$ cat src/rtl/msgout_pkg.sv
package msgout_pkg;

  // handshake engine states
  typedef enum logic [2:0] {
    ST_IDLE,
    ST_WAIT,
    ST_LOAD,
    ST_ASSERT,
    ST_HOLD
  } hs_state_e;

  // phase lines packed as {msg, cd, io}
  localparam logic [2:0] PH_MSG_OUT = 3'b110;

  // one-cycle status events from the engine
  typedef struct packed {
    logic done;
    logic phase_err;
  } hs_event_t;

endpackage

$ cat src/rtl/msgout_fifo.sv
module msgout_fifo #(
  parameter int DATA_W = 8,
  parameter int DEPTH  = 16
) (
  input  logic              clk,
  input  logic              rst,
  input  logic              wr_en,
  input  logic [DATA_W-1:0] wr_data,
  input  logic              rd_en,
  output logic [DATA_W-1:0] rd_data,
  output logic              empty,
  output logic              full
);
  localparam int AW = (DEPTH > 1) ? $clog2(DEPTH) : 1;

  logic [DATA_W-1:0] mem [DEPTH];
  logic [AW:0] wptr, rptr;
  logic wr_ok;

  assign empty = (wptr == rptr);
  assign full  = (wptr[AW] != rptr[AW]) && (wptr[AW-1:0] == rptr[AW-1:0]);
  assign wr_ok = wr_en && !full;

  // storage without reset so a block RAM can be inferred
  always_ff @(posedge clk) begin
    if (wr_ok) mem[wptr[AW-1:0]] <= wr_data;
  end

  always_ff @(posedge clk) begin
    if (rd_en) rd_data <= mem[rptr[AW-1:0]];
  end

  always_ff @(posedge clk) begin
    if (rst) begin
      wptr <= '0;
      rptr <= '0;
    end else begin
      if (wr_ok) wptr <= wptr + 1'b1;
      if (rd_en) rptr <= rptr + 1'b1;
    end
  end

  // the engine must never pop an empty FIFO
  a_r10_no_pop_empty: assert property (@(posedge clk) disable iff (rst)
    rd_en |-> !empty);

  // a write while full leaves the write pointer unchanged
  a_r10_full_drops: assert property (@(posedge clk) disable iff (rst)
    (wr_en && full && !rd_en) |=> $stable(wptr));

endmodule

$ cat src/rtl/msgout_bytecnt.sv
module msgout_bytecnt #(
  parameter int CNT_W = 8
) (
  input  logic             clk,
  input  logic             rst,
  input  logic             load,
  input  logic [CNT_W-1:0] load_val,
  input  logic             dec,
  output logic             last
);
  logic [CNT_W-1:0] cnt;

  always_ff @(posedge clk) begin
    if (rst)       cnt <= '0;
    else if (load) cnt <= load_val;
    else if (dec)  cnt <= cnt - 1'b1;
  end

  assign last = (cnt == {{(CNT_W-1){1'b0}}, 1'b1});

  // each released handshake consumes one remaining byte
  a_r4_dec_nonzero: assert property (@(posedge clk) disable iff (rst)
    dec |-> (cnt != '0));

endmodule

$ cat src/rtl/msgout_hs_fsm.sv
module msgout_hs_fsm
  import msgout_pkg::*;
#(
  parameter int DATA_W = 8
) (
  input  logic              clk,
  input  logic              rst,
  input  logic              start,
  input  logic              size_zero,
  input  logic              req,
  input  logic [2:0]        phase,
  input  logic              fifo_empty,
  input  logic [DATA_W-1:0] fifo_rdata,
  input  logic              cnt_last,
  output logic              fifo_rd,
  output logic              cnt_load,
  output logic              cnt_dec,
  output logic              ack_o,
  output logic              atn_o,
  output logic [DATA_W-1:0] data_o,
  output logic              busy_o,
  output hs_event_t         ev
);
  hs_state_e st, st_n;
  logic phase_ok;

  assign phase_ok = (phase == PH_MSG_OUT);

  always_comb begin
    st_n         = st;
    fifo_rd      = 1'b0;
    cnt_load     = 1'b0;
    cnt_dec      = 1'b0;
    ev.done      = 1'b0;
    ev.phase_err = 1'b0;
    unique case (st)
      ST_IDLE: begin
        if (start) begin
          if (size_zero) begin
            ev.done = 1'b1;
          end else begin
            cnt_load = 1'b1;
            st_n     = ST_WAIT;
          end
        end
      end
      ST_WAIT: begin
        if (req) begin
          if (!phase_ok) begin
            ev.phase_err = 1'b1;
            st_n         = ST_IDLE;
          end else if (!fifo_empty) begin
            fifo_rd = 1'b1;
            st_n    = ST_LOAD;
          end
        end
      end
      ST_LOAD:   st_n = ST_ASSERT;
      ST_ASSERT: st_n = ST_HOLD;
      ST_HOLD: begin
        if (!req) begin
          cnt_dec = 1'b1;
          if (cnt_last) begin
            ev.done = 1'b1;
            st_n    = ST_IDLE;
          end else begin
            st_n = ST_WAIT;
          end
        end
      end
      default: st_n = ST_IDLE;
    endcase
  end

  always_ff @(posedge clk) begin
    if (rst) begin
      st     <= ST_IDLE;
      ack_o  <= 1'b0;
      atn_o  <= 1'b0;
      data_o <= '0;
      busy_o <= 1'b0;
    end else begin
      st     <= st_n;
      busy_o <= (st_n != ST_IDLE);
      if (cnt_load) begin
        atn_o <= 1'b1;
        ack_o <= 1'b0;
      end
      if (st == ST_LOAD)   data_o <= fifo_rdata;
      if (st == ST_ASSERT) ack_o  <= 1'b1;
      if (cnt_dec)         ack_o  <= 1'b0;
      if (ev.done || ev.phase_err) atn_o <= 1'b0;
    end
  end

  // ACK is only given inside an ATN window
  a_r6_ack_under_atn: assert property (@(posedge clk) disable iff (rst)
    ack_o |-> atn_o);

  // byte on the bus does not move while ACK is high
  a_r3_data_stable: assert property (@(posedge clk) disable iff (rst)
    ack_o |-> $stable(data_o));

  // empty FIFO keeps ACK low
  a_r5_stall_no_ack: assert property (@(posedge clk) disable iff (rst)
    (st == ST_WAIT && fifo_empty) |=> !ack_o);

  // wrong phase drops ATN and gives no ACK
  a_r8_err_stops: assert property (@(posedge clk) disable iff (rst)
    ev.phase_err |=> (!atn_o && !ack_o && !busy_o));

  // ACK is released only after REQ has gone low
  a_r4_ack_release: assert property (@(posedge clk) disable iff (rst)
    $fell(ack_o) |-> !$past(req));

endmodule

$ cat src/rtl/msgout_seq.sv
module msgout_seq
  import msgout_pkg::*;
#(
  parameter int DATA_W     = 8,
  parameter int FIFO_DEPTH = 16,
  parameter int CNT_W      = 8
) (
  input  logic              clk,
  input  logic              rst,
  input  logic              size_we,
  input  logic [CNT_W-1:0]  size_data,
  input  logic              fifo_we,
  input  logic [DATA_W-1:0] fifo_wdata,
  output logic              fifo_full_o,
  input  logic              start,
  input  logic              clr_we,
  input  logic [1:0]        clr_data,
  input  logic              bus_req_i,
  input  logic              bus_msg_i,
  input  logic              bus_cd_i,
  input  logic              bus_io_i,
  output logic              bus_ack_o,
  output logic              bus_atn_o,
  output logic [DATA_W-1:0] bus_data_o,
  output logic              busy_o,
  output logic              good_o,
  output logic              phase_err_o,
  output logic              irq_o
);
  logic [CNT_W-1:0]  size_q;
  logic              fifo_rd, fifo_empty;
  logic [DATA_W-1:0] fifo_rdata;
  logic              cnt_load, cnt_dec, cnt_last;
  hs_event_t         ev;
  logic              good_n, perr_n;

  always_ff @(posedge clk) begin
    if (rst)          size_q <= '0;
    else if (size_we) size_q <= size_data;
  end

  msgout_fifo #(.DATA_W(DATA_W), .DEPTH(FIFO_DEPTH)) u_fifo (
    .clk     (clk),
    .rst     (rst),
    .wr_en   (fifo_we),
    .wr_data (fifo_wdata),
    .rd_en   (fifo_rd),
    .rd_data (fifo_rdata),
    .empty   (fifo_empty),
    .full    (fifo_full_o)
  );

  msgout_bytecnt #(.CNT_W(CNT_W)) u_cnt (
    .clk      (clk),
    .rst      (rst),
    .load     (cnt_load),
    .load_val (size_q),
    .dec      (cnt_dec),
    .last     (cnt_last)
  );

  msgout_hs_fsm #(.DATA_W(DATA_W)) u_fsm (
    .clk        (clk),
    .rst        (rst),
    .start      (start),
    .size_zero  (size_q == '0),
    .req        (bus_req_i),
    .phase      ({bus_msg_i, bus_cd_i, bus_io_i}),
    .fifo_empty (fifo_empty),
    .fifo_rdata (fifo_rdata),
    .cnt_last   (cnt_last),
    .fifo_rd    (fifo_rd),
    .cnt_load   (cnt_load),
    .cnt_dec    (cnt_dec),
    .ack_o      (bus_ack_o),
    .atn_o      (bus_atn_o),
    .data_o     (bus_data_o),
    .busy_o     (busy_o),
    .ev         (ev)
  );

  // sticky status, set wins over a same-cycle clear
  always_comb begin
    good_n = (good_o      && !(clr_we && clr_data[0])) || ev.done;
    perr_n = (phase_err_o && !(clr_we && clr_data[1])) || ev.phase_err;
  end

  always_ff @(posedge clk) begin
    if (rst) begin
      good_o      <= 1'b0;
      phase_err_o <= 1'b0;
      irq_o       <= 1'b0;
    end else begin
      good_o      <= good_n;
      phase_err_o <= perr_n;
      irq_o       <= good_n || perr_n;
    end
  end

  // GOOD holds until written with a one
  a_r7_good_sticky: assert property (@(posedge clk) disable iff (rst)
    (good_o && !(clr_we && clr_data[0])) |=> good_o);

  // GOOD rises together with ATN falling and the interrupt
  a_r7_good_irq: assert property (@(posedge clk) disable iff (rst)
    $rose(good_o) |-> (irq_o && !bus_atn_o));

endmodule

$ cat config.mk
export PLATFORM = sky130hd
export DESIGN_NAME = msgout_seq
export DESIGN_NICKNAME = d
export VERILOG_FILES = /design/src/rtl/msgout_pkg.sv /design/src/rtl/msgout_fifo.sv /design/src/rtl/msgout_bytecnt.sv /design/src/rtl/msgout_hs_fsm.sv /design/src/rtl/msgout_seq.sv
export SDC_FILE = /design/constraint.sdc
export NUM_CORES = 1
export LEC_CHECK = 0
export BUFFER_PORTS_ARGS = -buffer_cell sky130_fd_sc_hd__buf_4
export CORE_MARGIN = 5
export CORE_UTILIZATION = 54
export DETAILED_ROUTE_END_ITERATION = 12
export PLACE_DENSITY = 0.75
export SLEW_MARGIN = 20
export SYNTH_ARGS = -nofsm -noshare
export SYNTH_HDL_FRONTEND = slang
export SYNTH_SLANG_ARGS = --single-unit
$ cat constraint.sdc
create_clock -name clk -period 2 [get_ports clk]
set_clock_uncertainty 0.05 [all_clocks]
set_input_delay 0.1 -clock clk [delete_from_list [all_inputs] [get_ports clk]]
set_output_delay 0.1 -clock clk [all_outputs]
set_load 0.01 [all_outputs]
==> run_results.csv, run 1 <==
group,metric,value,unit
run_status,outcome,"complete, no violations",
power_and_ir_drop,p_int,5.92,mW
min_path,hold_path_class,"primary input to flop",
clocking,postCtsSetupBuffers,0,
power_and_ir_drop,power.density,856,mW/mm^2
synthesis,synth_cell_type_count,54,
clocking,clock_sinks,179,
die,io_pins,43,
synthesis,postSynth.asyncResetShare,0,%
timing,finalSetupViolCount,0,
setup_path,worstPathCellList,"buf_6, mux4_2, a211oi_4, buf_4, a21oi_1",
setup_path,crit_arrival,2050,ps
setup_path,slowest_stage,"mux4_2",
route,drc,0,
route,routed_wl,15400,um
global_route,grt_pass1_wl,24200,um
timing,min_period,1950,ps
power_and_ir_drop,vdd_ir_drop_max,0.782,mV
timing,slew-limit-headroom,57.4,%
route,wl_per_cell,20.6,um
job,cap_violations,0,
global_route,grt.overflow.total,0,
timing,final-hold-violation-count,0,
setup_path,r2r_cells,5,
synthesis,yosysWarningCount,0,
synthesis,synth-main-ff-cell,"edfxtp_1",
die,fp.dieW,126,um
clocking,numCtsBuffers,17,
clocking,clock_latency,420,ps
placed_design,dp_slack,-184,ps
placed_design,io_buffers,42,
power_and_ir_drop,p_seq_share,53.6,%
route,firstDrtPassIters,5,
die,die_h,126,um
min_path,min_to,"size_q[0]",
route,ant_nets,0,
finish,area_growth,22.7,%
die,start_util,55.1,%
power_and_ir_drop,clkPwrFrac,40.1,%
setup_path,crit_required,2100,ps
die,die-area,0.0159,mm^2
placed_design,place.gp.congestion,0.805,
global_route,antenna_found_initial,0,
setup_path,end_kind,"flop",
timing,fmax,514,MHz
finish,multi_input_area,0.00227,mm^2
clocking,root_buffer,"clkbuf_16",
synthesis,synthesis.nets,487,
min_path,min_path_cells,3,
power_and_ir_drop,p_sw,1.74,mW
power_and_ir_drop,leakage,3.09,nW
clocking,cts_max_path_buffers,2,
clocking,h-tree-depth,4,
synthesis,synth-edff-count,136,
setup_path,r2r_start,"u_fifo.rptr[0]",
setup_path,critPathKind,"flop to flop",
global_route,grt_max_degree,44,
route,drt_iter0_markers,351,
global_route,grt_pass1_vias,4396,
clocking,clk_pin_slew,70,ps
power_and_ir_drop,combinationalPowerShare,6.3,%
setup_path,worstReg2RegEnd,"u_fifo.rd_data[3]",
finish,drive_above_1_share,30.9,%
power_and_ir_drop,total_power,7.66,mW
die,core,0.0132,mm^2
synthesis,synth_seq_area_share,67.7,%
timing,period_share,97.3,%
setup_path,slowest_delay,550,ps
synthesis,post_synth.cell_area_avg,16.1,um^2
synthesis,synth-seq-cells,179,
setup_path,crit_family,"multiplexers",
finish,antenna-diode-count,0,
min_path,min_from,"size_we",
synthesis,synth_area,0.00730,mm^2
timing,holdWs,27.8,ps
timing,rsz0062_at_grt,"true",
timing,max_slew.worst_pin.slew,636,ps
clocking,cts_tree,"done",
synthesis,synthCells,452,
finish,fill_cells,893,
finish,register_area,0.00495,mm^2
setup_path,startpoint_type,"flop",
finish,layout.nets,594,
route,dr_total_vias,4316,
setup_path,critPathMaxFanout,7,
setup_path,worst-path-buf-inv,2,
setup_path,r2r_slack,50,ps
die,rows,42,
power_and_ir_drop,swShare,22.7,%
timing,fin_ws,53.1,ps
placed_design,dp_hpwl,10000,um
global_route,track_usage,20.3,%
route,vias_per_cell,5.77,
timing,final_max_slew_viol_count,0,
-- cells in the mapped netlist, types with 3 or more instances --
| master | number | area (um^2) |
|---|---|---|
| a22oi_1 | 3 | 22.5 |
| xor2_1 | 4 | 35.0 |
| a21oi_1 | 18 | 90.1 |
| dfxtp_1 | 43 | 861 |
| edfxtp_1 | 136 | 4080 |
| nor3_1 | 5 | 25.0 |
| mux2i_1 | 26 | 260 |
| clkbuf_1 | 7 | 26.3 |
| o211ai_1 | 3 | 22.5 |
| nand3b_1 | 3 | 22.5 |
| inv_1 | 4 | 15.0 |
| ha_1 | 7 | 87.6 |
| nor2_1 | 48 | 180 |
| nand2_1 | 14 | 52.6 |
| nand3_1 | 6 | 30.0 |
| xnor2_1 | 7 | 61.3 |
| buf_6 | 6 | 67.6 |
| nand2b_1 | 7 | 43.8 |
| a211oi_1 | 9 | 67.6 |
| buf_2 | 6 | 30.0 |
| mux4_2 | 31 | 698 |
| buf_1 | 5 | 18.8 |
| nor2b_1 | 12 | 75.1 |
| nor4b_2 | 3 | 45.0 |
-- per-layer routing --
metal	global-route usage (%)	vias up	share of wire, %
li1	-	1949	-
met1	26.3	2197	41
met2	33.8	154	51
met3	5.55	16	6.7
met4	5.99	0	1.6
met5	0	-	0
-- sequential cells by signal, indices dropped and copies added, names as in the netlist, 3 cells and up --
register        flops
size_q              8
u_fsm.data_o        8
u_fifo.mem        128
u_cnt.cnt           8
u_fifo.wptr         5
u_fifo.rd_data      8
u_fsm.st            3
u_fifo.rptr         5
-- how the worst max path moves through the flow --
stage / end / start / cells after the start
detailed placement: u_fifo.rd_data[3] / u_fifo.rptr[0] / 6
CTS: u_fifo.rd_data[3] / u_fifo.rptr[0] / 5
global route: u_fifo.mem[5][7] / u_fifo.wptr[0] / 7
global placement: u_fifo.rd_data[3] / u_fifo.rptr[0] / 6
floorplan: u_fifo.mem[3][0] / u_fifo.wptr[4] / 3
finish: u_fifo.rd_data[3] / u_fifo.rptr[0] / 5
-- worst register-to-register path, stage by stage (launching register included) --
cell	delay, ps
dfxtp_4	400
buf_6	170
mux4_2	550
a211oi_4	310
buf_4	160
a21oi_1	50
-- metrics by stage --
stage / instance area (um^2) / TNS, ps / std cells / utilization [%]
finish: 8960 / 0 / 748 / 67.6
global route: 8960 / -2370 / 748 / 67.6
CTS: 8910 / 0 / 748 / 67.3
detailed placement: 8030 / -625 / 687 / 60.6
global placement: 8030 / -383 / 687 / 60.6
floorplan: 7310 / 0 / 452 / -
-- area by class of cell --
| type | instances | area share, % |
|---|---|---|
| Multi-Input combinational cell | 243 | 25.4 |
| Tap cell | 176 | 2.46 |
| Inverter | 4 | 0.168 |
| Clock buffer | 18 | 4.79 |
| Clock inverter | 14 | 1.30 |
| Sequential cell | 179 | 55.3 |
| Timing Repair Buffer | 114 | 10.7 |
-- cell families (layout without fill, tap and decap cells) --
logic type / after synthesis / in the layout / share of synthesized area (%)
DFF: 179 / 179 / 67.7
and+or+nand+nor: 115 / 115 / 8.66
muxes: 60 / 60 / 13.9
AOI/OAI and AO/OA: 48 / 48 / 4.37
buffers and inverters: 30 / 150 / 2.37
xor gates and xnor gates: 13 / 13 / 1.77
adders and majority gates: 7 / 7 / 1.20
-- layout by cell type, fill, tap and decap left out, types with 3 or more instances in the layout --
| cell | n |
|---|---|
| nor3_2 | 4 |
| xnor2_1 | 7 |
| o211ai_1 | 3 |
| dlygate4sd3_1 | 29 |
| a21oi_1 | 18 |
| buf_4 | 80 |
| nor2_1 | 46 |
| nand2_1 | 13 |
| nand3_1 | 6 |
| nand3b_1 | 3 |
| nor2b_1 | 12 |
| clkbuf_16 | 17 |
| clkinvlp_4 | 3 |
| a22oi_1 | 3 |
| a211oi_2 | 3 |
| xor2_1 | 4 |
| buf_6 | 4 |
| nand2b_1 | 7 |
| nor4b_2 | 3 |
| dfxtp_1 | 42 |
| edfxtp_1 | 136 |
| mux4_2 | 31 |
| a211oi_1 | 4 |
| inv_1 | 4 |
| inv_8 | 3 |
| mux2i_1 | 26 |
| inv_6 | 6 |
| ha_1 | 7 |
-- repair_timing --
item	in CTS	in global routing
hold buffers	29	0
pin swaps	3	4
endpoints found under the setup margin	21	114
gates resized for setup	9	10
cloned	0	0
hold endpoints to repair	139	0
-- power groups by stage --
| stage | clock network, mW | registers [mW] | logic [mW] |
|---|---|---|---|
| 6_report | 3.07 | 4.10 | 0.483 |
| 5_1_grt | 3.30 | 4.11 | 0.527 |
| 4_1_cts | 3.12 | 4.10 | 0.475 |
| 3_5_place_dp | 0 | 4.19 | 0.417 |
| 3_3_place_gp | 0 | 4.18 | 0.400 |
| 2_1_floorplan | 0 | 4.18 | 0.218 |
No activity file was read; power rests on OpenSTA's default activity.
==> run 2, diff against run 1 <==
--- a/config.mk
+++ b/config.mk
@@ -6,6 +6,7 @@
 export NUM_CORES = 1
 export LEC_CHECK = 0
 export BUFFER_PORTS_ARGS = -buffer_cell sky130_fd_sc_hd__buf_4
+export CORE_ASPECT_RATIO = 0.6
 export CORE_MARGIN = 5
 export CORE_UTILIZATION = 54
 export DETAILED_ROUTE_END_ITERATION = 12
==> run 2 against run 1 <==
Effect of this change: cell area is 1.5% higher; setup slack worse by 22 ps; count of clock-buffer cells in the layout up 3; largest power group unchanged; sequential power about the same; die area is 0.48% higher; register-to-register slack lost 20 ps; power is 5.1% higher; critical endpoint is now u_fifo.mem[8][6]; cell count shrank 1.2%; maximum frequency shrank 1.1%; global-route usage grew 1.7 points.
==> run_results.csv, run 2 (synthesis results as in run 1) <==
group,metric,value,unit
timing,final_max_slew_viol_count,0,
timing,min_period,1970,ps
placed_design,place.gp.congestion,0.819,
min_path,hold_path_class,"primary input to flop",
route,m1WireLength,7530,um
setup_path,slowest_delay,460,ps
clocking,cts_max_path_buffers,2,
job,cap_violations,0,
setup_path,end_kind,"flop",
setup_path,critPathKind,"flop to flop",
setup_path,worstPathCellList,"xnor2_1, o21a_1, nand2_1, nor2_2",
route,top_layer,"met4",
setup_path,worst-path-buf-inv,0,
clocking,numCtsBuffers,17,
run_status,outcome,"complete, no violations",
clocking,root_buffer,"clkbuf_16",
die,rows,32,
clocking,cts_tree,"done",
placed_design,dp_hpwl,11100,um
clocking,clock_latency,420,ps
route,drc,0,
timing,rsz0062_at_grt,"true",
setup_path,critPathMaxFanout,8,
finish,drive_above_1_share,32.8,%
global_route,grt.overflow.total,0,
die,die-area,0.0160,mm^2
timing,period_share,98.4,%
route,drt_iter0_markers,453,
finish,final_common_cell,"edfxtp_1",
die,io_pins,43,
route,ant_nets,0,
power_and_ir_drop,leakage,3.10,nW
setup_path,crit_path_start,"u_fifo.wptr[4]",
setup_path,crit_required,2010,ps
finish,final_cell_mix,"edfxtp_1, buf_4, dfxtp_1",
setup_path,r2r_start,"u_fifo.wptr[4]",
clocking,clock_sinks,179,
route,firstDrtPassIters,5,
placed_design,io_buffers,42,
finish,largest_reg_flops,128,
die,core,0.0131,mm^2
setup_path,slowest_stage,"nor2_2",
power_and_ir_drop,power.density,886,mW/mm^2
setup_path,crit_arrival,1980,ps
timing,max_slew.worst_pin.slew,580,ps
global_route,antenna_found_initial,1,
die,start_util,55.9,%
finish,area_growth,24.5,%
route,wl_per_cell,23.1,um
die,die_h,100,um
timing,fin_ws,31.5,ps
route,dr_total_vias,4452,
timing,finalSetupViolCount,0,
die,fp.dieW,160,um
clocking,h-tree-depth,4,
global_route,track_usage,22.0,%
timing,final-hold-violation-count,0,
placed_design,dp_slack,-114,ps
timing,fmax,508,MHz
timing,slew-limit-headroom,61.3,%
finish,layout.nets,589,
route,vias_per_cell,6.02,
setup_path,crit_family,"simple AND/OR/NAND/NOR gates",
min_path,min_from,"size_we",
power_and_ir_drop,vdd_ir_drop_max,0.549,mV
setup_path,startpoint_type,"flop",
route,routed_wl,17100,um
global_route,grt_max_degree,44,
route,wl_met2,7670,um
global_route,grt_pass1_vias,4453,
global_route,grt_pass1_wl,26300,um
clocking,clk_pin_slew,70,ps
timing,holdWs,24.5,ps
route,wl_met3,1760,um
-- run 2: changes by cell type in the layout (fill, tap and decap cells not counted), sizes merged --
cell and delta:
bufinv +1, buf -5, clkbuf +3, diode +2, clkinvlp -2, inv -2
-- run 2: power breakdown --
part | internal, mW | total (mW) | switching [mW]
logic | 0.238 | 0.505 | 0.268
clock network | 2.00 | 3.44 | 1.44
registers | 4.06 | 4.11 | 0.0438
-- run 2: path summary, 6_finish.rpt --
path	slack, ps	depth (start not counted)	end
worst max-delay path	30	4	u_fifo.mem[8][6]
worst min-delay path	20	3	size_q[4]
worst max register to register	30	4	u_fifo.mem[8][6]
worst min register to register	440	2	u_fsm.data_o[5]
-- run 2: through the flow --
| stage | setup TNS, ps | power (mW) | utilization [%] | std cells | instance area [um^2] |
|---|---|---|---|---|---|
| 3_5_place_dp | -3890 | 4.59 | 61.1 | 673 | 7970 |
| 4_1_cts | 0 | 8.04 | 68.6 | 734 | 8960 |
| 2_1_floorplan | 0 | 4.40 | - | 452 | 7310 |
| 6_report | 0 | 8.05 | 69.6 | 739 | 9090 |
| 3_3_place_gp | -187 | 4.58 | 61.1 | 673 | 7970 |
| 5_1_grt | -1030 | 8.30 | 69.6 | 738 | 9090 |
-- run 2: final cells by class --
cell class,count,area (um^2)
Sequential cell,179,4950
Multi-Input combinational cell,243,2330
Timing Repair Buffer,109,958
Fill cell,792,3960
Clock inverter,11,106
Antenna cell,2,5.00
Inverter,4,15.0
Tap cell,170,213
Clock buffer,21,514
-- run 2: metal layers --
metal,track usage [%],up-vias
met5,0,-
met4,3.57,0
met3,7.63,15
met2,31.7,218
met1,33.2,2260
li1,-,1959
-- run 2: worst reg2reg max path, cell delays in order, from the launching register on --
cell and delay (ps):
dfxtp_1 330, xnor2_1 270, o21a_1 260, nand2_1 240
nor2_2 460
-- run 2: repair_timing --
item | in CTS | in global routing
endpoints found under the hold margin | 139 | 0
buffers inserted | 0 | 3
endpoints found under the setup margin | 95 | 69
gates resized for setup | 19 | 20
pin swaps | 1 | 6
hold buffers | 29 | 0
